**config.mk**
```make
export PLATFORM = sky130hd
export DESIGN_NAME = pclk_ctrl_unit
export DESIGN_NICKNAME = d
export VERILOG_FILES = /design/src/rtl/pcc_pkg.sv /design/src/rtl/pcc_ctrl_reg.sv /design/src/rtl/pcc_src_sel.sv /design/src/rtl/pcc_frac_div.sv /design/src/rtl/pclk_ctrl_unit.sv
export SDC_FILE = /design/constraint.sdc
export NUM_CORES = 1
export LEC_CHECK = 0
export BUFFER_PORTS_ARGS = -buffer_cell sky130_fd_sc_hd__buf_2
export CAP_MARGIN = 20
export CELL_PAD_IN_SITES_DETAIL_PLACEMENT = 1
export CELL_PAD_IN_SITES_GLOBAL_PLACEMENT = 1
export CORE_ASPECT_RATIO = 0.6
export CORE_MARGIN = 2
export CORE_UTILIZATION = 27
export CTS_BUF_LIST = sky130_fd_sc_hd__clkbuf_2 sky130_fd_sc_hd__clkbuf_4 sky130_fd_sc_hd__clkbuf_8
export CTS_CLUSTER_SIZE = 20
export DETAILED_ROUTE_END_ITERATION = 7
export HOLD_SLACK_MARGIN = 0.05
export PLACE_DENSITY = 0.72
export SLEW_MARGIN = 20
export SYNTH_ARGS = -nofsm -noshare
export SYNTH_HDL_FRONTEND = slang
export SYNTH_SLANG_ARGS = --single-unit
```
**constraint.sdc**
```tcl
create_clock -name clk -period 6.1 [get_ports clk]
set_clock_uncertainty 0.15 [all_clocks]
set_input_delay 0.61 -clock clk [delete_from_list [all_inputs] [get_ports clk]]
set_output_delay 0.61 -clock clk [all_outputs]
set_load 0.01 [all_outputs]
```
**src/rtl/pcc_pkg.sv**
```systemverilog
// Package: shared layout of the peripheral clock control word.
// Assumes a 32-bit word; the field positions are fixed by the software view.
package pcc_pkg;
    localparam int CTRL_W    = 32;
    localparam int GATE_BIT  = 30;
    localparam int RLS_BIT   = 28;
    localparam int SEL_LSB   = 24;
    localparam int SEL_W     = 3;
    localparam int NUM_LSB   = 3;
    localparam int NUM_W     = 1;
    localparam int DEN_LSB   = 0;
    localparam int DEN_W     = 3;

    // Decoded control word.
    typedef struct packed {
        logic             gate;
        logic             rls;
        logic [SEL_W-1:0] sel;
        logic [NUM_W-1:0] num;
        logic [DEN_W-1:0] den;
    } ctrl_t;

    // Place decoded fields at their word positions; every other bit is 0.
    function automatic logic [CTRL_W-1:0] ctrl_pack(input ctrl_t c);
        logic [CTRL_W-1:0] w;
        w = '0;
        w[GATE_BIT]                = c.gate;
        w[RLS_BIT]                 = c.rls;
        w[SEL_LSB +: SEL_W]        = c.sel;
        w[NUM_LSB +: NUM_W]        = c.num;
        w[DEN_LSB +: DEN_W]        = c.den;
        return w;
    endfunction

    // Pull the decoded fields out of a raw word.
    function automatic ctrl_t ctrl_unpack(input logic [CTRL_W-1:0] w);
        ctrl_t c;
        c.gate = w[GATE_BIT];
        c.rls  = w[RLS_BIT];
        c.sel  = w[SEL_LSB +: SEL_W];
        c.num  = w[NUM_LSB +: NUM_W];
        c.den  = w[DEN_LSB +: DEN_W];
        return c;
    endfunction
endpackage

```
**src/rtl/pcc_ctrl_reg.sv**
```systemverilog
// Module: control word storage with the field lock.
// While the stored gate is open, select and ratio fields are frozen unless the
// same write closes the gate. Gate and reset-release bits are always writable.
module pcc_ctrl_reg
    import pcc_pkg::*;
(
    input  logic              clk,
    input  logic              rst_n,
    input  logic              we,
    input  logic [CTRL_W-1:0] wdata,
    output ctrl_t             ctrl,
    output logic [CTRL_W-1:0] rdata
);
    ctrl_t ctrl_q;
    ctrl_t wr_c;
    logic  fields_open;
    logic  unused_wbits;

    // Decode incoming data and decide whether the locked fields may move.
    always_comb begin
        wr_c        = ctrl_unpack(wdata);
        fields_open = !ctrl_q.gate || !wr_c.gate;
    end

    // Bits outside the defined fields are dropped on purpose.
    assign unused_wbits = ^{wdata[31], wdata[29], wdata[27], wdata[23:4]};

    // Register update: gate and release always, fields only when unlocked.
    always_ff @(posedge clk) begin
        if (!rst_n) begin
            ctrl_q <= '0;
        end else if (we) begin
            ctrl_q.gate <= wr_c.gate;
            ctrl_q.rls  <= wr_c.rls;
            if (fields_open) begin
                ctrl_q.sel <= wr_c.sel;
                ctrl_q.num <= wr_c.num;
                ctrl_q.den <= wr_c.den;
            end
        end
    end

    assign ctrl  = ctrl_q;
    assign rdata = ctrl_pack(ctrl_q);
endmodule

```
**src/rtl/pcc_src_sel.sv**
```systemverilog
// Module: picks one source tick strobe by index.
// Assumes strobes are single-cycle enables in the system clock domain; an
// index beyond the populated sources yields no ticks.
module pcc_src_sel #(
    parameter int NUM_SRC = 8,
    parameter int SEL_W   = 3
) (
    input  logic [NUM_SRC-1:0] src_tick,
    input  logic [SEL_W-1:0]   sel,
    output logic               tick
);
    localparam int SEL_SPAN = 1 << SEL_W;

    generate
        if (NUM_SRC == SEL_SPAN) begin : g_full
            // Every code maps to a real source.
            always_comb tick = src_tick[sel];
        end else begin : g_partial
            // Codes past the last source select nothing.
            logic [SEL_SPAN-1:0] padded;
            always_comb begin
                padded = '0;
                padded[NUM_SRC-1:0] = src_tick;
                tick = padded[sel];
            end
        end
    endgenerate
endmodule

```
**src/rtl/pcc_frac_div.sv**
```systemverilog
// Module: zero-based fractional tick divider using a phase accumulator.
// Ratio (num+1)/(den+1); capped at one output per input when above one.
// Accumulator and output are cleared whenever run is low.
module pcc_frac_div #(
    parameter int NUM_W = 1,
    parameter int DEN_W = 3
) (
    input  logic             clk,
    input  logic             rst_n,
    input  logic             run,
    input  logic             tick_in,
    input  logic [NUM_W-1:0] num,
    input  logic [DEN_W-1:0] den,
    output logic             tick_out
);
    localparam int ACC_W = ((DEN_W > NUM_W) ? DEN_W : NUM_W) + 2;

    logic [ACC_W-1:0] acc_q;
    logic [ACC_W-1:0] n_eff;
    logic [ACC_W-1:0] d_eff;
    logic [ACC_W-1:0] sum;
    logic             fast;

    // Effective one-based numerator, denominator and next phase.
    always_comb begin
        n_eff = {{(ACC_W-NUM_W){1'b0}}, num} + 1'b1;
        d_eff = {{(ACC_W-DEN_W){1'b0}}, den} + 1'b1;
        sum   = acc_q + n_eff;
        fast  = n_eff > d_eff;
    end

    // Accumulate per input tick and emit a registered output pulse.
    always_ff @(posedge clk) begin
        if (!rst_n || !run) begin
            acc_q    <= '0;
            tick_out <= 1'b0;
        end else if (tick_in) begin
            if (fast) begin
                acc_q    <= '0;
                tick_out <= 1'b1;
            end else if (sum >= d_eff) begin
                acc_q    <= sum - d_eff;
                tick_out <= 1'b1;
            end else begin
                acc_q    <= sum;
                tick_out <= 1'b0;
            end
        end else begin
            tick_out <= 1'b0;
        end
    end
endmodule

```
**src/rtl/pclk_ctrl_unit.sv**
```systemverilog
// Module: per-peripheral clock control unit (top).
// Holds the control word, selects a source strobe, scales it, gates it and
// drives the peripheral's active-low reset. Single clock domain.
module pclk_ctrl_unit
    import pcc_pkg::*;
#(
    parameter int NUM_SRC = 8
) (
    input  logic               clk,
    input  logic               rst_n,
    input  logic               reg_we,
    input  logic [31:0]        reg_wdata,
    output logic [31:0]        reg_rdata,
    input  logic [NUM_SRC-1:0] src_tick,
    output logic               tick_out,
    output logic               periph_rst_n
);
    ctrl_t ctrl;
    logic  sel_tick;

    pcc_ctrl_reg i_reg (
        .clk   (clk),
        .rst_n (rst_n),
        .we    (reg_we),
        .wdata (reg_wdata),
        .ctrl  (ctrl),
        .rdata (reg_rdata)
    );

    pcc_src_sel #(.NUM_SRC(NUM_SRC), .SEL_W(SEL_W)) i_sel (
        .src_tick (src_tick),
        .sel      (ctrl.sel),
        .tick     (sel_tick)
    );

    pcc_frac_div #(.NUM_W(NUM_W), .DEN_W(DEN_W)) i_div (
        .clk      (clk),
        .rst_n    (rst_n),
        .run      (ctrl.gate),
        .tick_in  (sel_tick),
        .num      (ctrl.num),
        .den      (ctrl.den),
        .tick_out (tick_out)
    );

    // Peripheral reset follows the release bit one cycle later.
    always_ff @(posedge clk) begin
        if (!rst_n) periph_rst_n <= 1'b0;
        else        periph_rst_n <= ctrl.rls;
    end
endmodule

```
==> metrics.txt <==
status finished clean; clock buffer depth 2; Hold Buf Count CTS 0; aggregate routed wire length 3020 µm; core outline area 4610 µm²; flop2flop setup slack 3.00 ns; TritonCTS clock tree yes; power per cell area 207 nW/µm²; DR top layer met4; cts bufs inserted 3; DIE AREA 5410 µm²; via/cell ratio 4.29; WHS Endpoint periph_rst_n; largest net degree at the start of global routing 12; number of buffers added for setup after CTS 0; first-pass GRT wire length 4900 µm; top_reg_cell synth dfxtp_1; clock transition at the registers of the reported paths 0.08 ns; Setup crit end kind register; metal2 WL 1200 µm; crit share post-route 0.508; Post-synth EDFFs 0; antenna viol nets, final 0; Syn Inst Count 144; min Tclk post-route 3.10 ns; slowest cell on the critical path dfxtp_1; Ys Warns 0; Synth Area per Inst 9.04 µm²; ys async rst share 0; Initial DRC Count 28; crit path max fanout 5; HP Start i_reg.ctrl[7]; Setup TNS 0 ns; Fin. Hold Viols 0; Reg2Reg Launch Point i_reg.ctrl[3]; port bufs 30; worst hold slack 0.344 ns; CP arrival 3.12 ns; hold depth 1; R2R cell count 12; metal3 WL 148 µm; H-tree depth 1; Root Driver clkbuf_8; Core Util, Final 0.321; DRC viols 0; fillers 583; crit start category register; GR Overflow Total 0; Synth Register Bits 16; antenna cells 0; Tot Pwr 306 µW; delay-heaviest family, CP adder cells; Setup-failing EPs final 0; TritonRoute pass-1 iters 4; synthesis-to-layout area growth 13.8%; Setup Crit Path Kind reg2reg; CP Buf/Inv Count 2; height of the die 57.8 µm; FP Rows 19; Nets 228; worst-skew pair later-pin latency 0.27 ns; sequential area share after synthesis 0.246; layout cells sized above 1 0.241; IO Pins 77; vias in the first global route 952; Clock Sinks 16; Max Slew Vio Count 0; synthesized area 1300 µm²; crit-path cells inv_1 > ha_1 > inv_1 > fa_1 > xnor2_1 > ha_1 > o21ai_0 > nor2_1 > nor3_1 > a21oi_2 > or3_1 > o311ai_1; max incr delay on CP 0.39 ns; Vias 1,016; routed len/inst 12.7 µm; Initial Util 0.282; r2r endpoint i_div.acc_q[0]; RSZ-0062 raised after global routing false; Max VDD drop 0.0603 mV; CTS resizes 0; Die X 93.6 µm; post-DP HPWL 2430 µm; Leakage Power 0.718 nW; fmax 323 MHz; worst min path class reg2reg; GPL Wtd Cong 0.761; GRT Overall Usage 0.120; DRT met1 WL 1650 µm; antenna violations before repair 0; number of library cell types mapped by synthesis 43; Max Cap Viol 0; worst endpoint required time 6.13 ns
layer usage:
| metal | global-route usage | up-vias |
|---|---|---|
| met4 | 0.0311 | 0 |
| met2 | 0.163 | 26 |
| met5 | 0 | - |
| met1 | 0.179 | 481 |
| li1 | - | 506 |
| met3 | 0.0416 | 3 |
sequential cells by signal, summed over array words and instances, names as in the netlist:
signal,flops
periph_rst_n,1
i_div.acc_q,5
i_div.tick_out,1
i_reg.ctrl,9
cell usage in the layout (no fill, tap or decap), types with 3 or more instances in the layout:
cell type / n
xnor2_1: 3
nor2_1: 6
inv_1: 8
a21oi_1: 6
mux2i_1: 9
ha_1: 8
clkbuf_8: 4
nor2b_1: 11
conb_1: 23
a21o_1: 3
nand2_1: 9
buf_2: 30
dfxtp_1: 16
logic make-up (layout without fill, tap and decap cells):
group,count (synthesis),in the layout,synth area share
other,1,23,0.00288
AND/OR/NAND/NOR,41,41,0.179
AO/OA/AOI/OAI,22,22,0.121
flip-flops,16,16,0.246
adder cells (fa/ha/maj),10,10,0.108
buffers and inverters,36,44,0.176
multiplexers,12,12,0.121
XOR/XNOR,6,6,0.0462
layout make-up:
cell class | count | area (µm²) | area share
multi-input cells | 114 | 835 | 0.564
inverters | 9 | 33.8 | 0.0228
repair buffers | 31 | 158 | 0.107
flip-flops and latches | 16 | 320 | 0.216
well taps | 63 | 78.8 | 0.0533
clock buffers | 4 | 55.1 | 0.0372
power breakdown:
group          switching (mW)  leakage [nW]  total, mW  internal (mW)
combinational          0.0498         0.558     0.0881         0.0382
sequential            0.00571         0.131      0.115          0.109
clock                  0.0450        0.0288      0.103         0.0576
total                   0.101         0.718      0.306          0.205
cells in the mapped netlist (all sizes together) (2+ instances only):
cell / instances / area, µm²
nand3: 3 / 27.5
dfxtp: 16 / 320
mux2i: 9 / 90.1
mux4: 2 / 52.6
nand2: 9 / 33.8
ha: 8 / 100
xnor2: 4 / 42.6
a21oi: 7 / 38.8
inv: 9 / 33.8
buf: 26 / 191
o21ai: 4 / 20.0
fa: 2 / 40.0
a21o: 3 / 22.5
and2: 2 / 12.5
xor2: 2 / 17.5
and3: 2 / 12.5
nor2: 6 / 22.5
nor2b: 12 / 77.6
worst max-delay path by stage:
stage,startpoint,end,slack (ns),cells past startpoint
after floorplan,i_reg.ctrl[3],i_div.acc_q[0],3.43,12
after global placement,i_reg.ctrl[3],i_div.acc_q[0],3.12,12
after detailed placement,i_reg.ctrl[3],i_div.acc_q[0],3.05,12
after CTS,i_reg.ctrl[3],i_div.acc_q[0],3.00,12
after global routing,i_reg.ctrl[3],i_div.acc_q[0],2.81,12
final,i_reg.ctrl[3],i_div.acc_q[0],3.00,12
stage by stage:
stage          cell area [µm²]  setup WS [ns]  std cells
2_1_floorplan             1380           3.43        166
3_3_place_gp              1430           3.12        233
3_5_place_dp              1430           3.05        233
4_1_cts                   1480           3.00        237
5_1_grt                   1480           2.81        237
6_report                  1480           3.00        237
(Power assumes the default switching activity.)
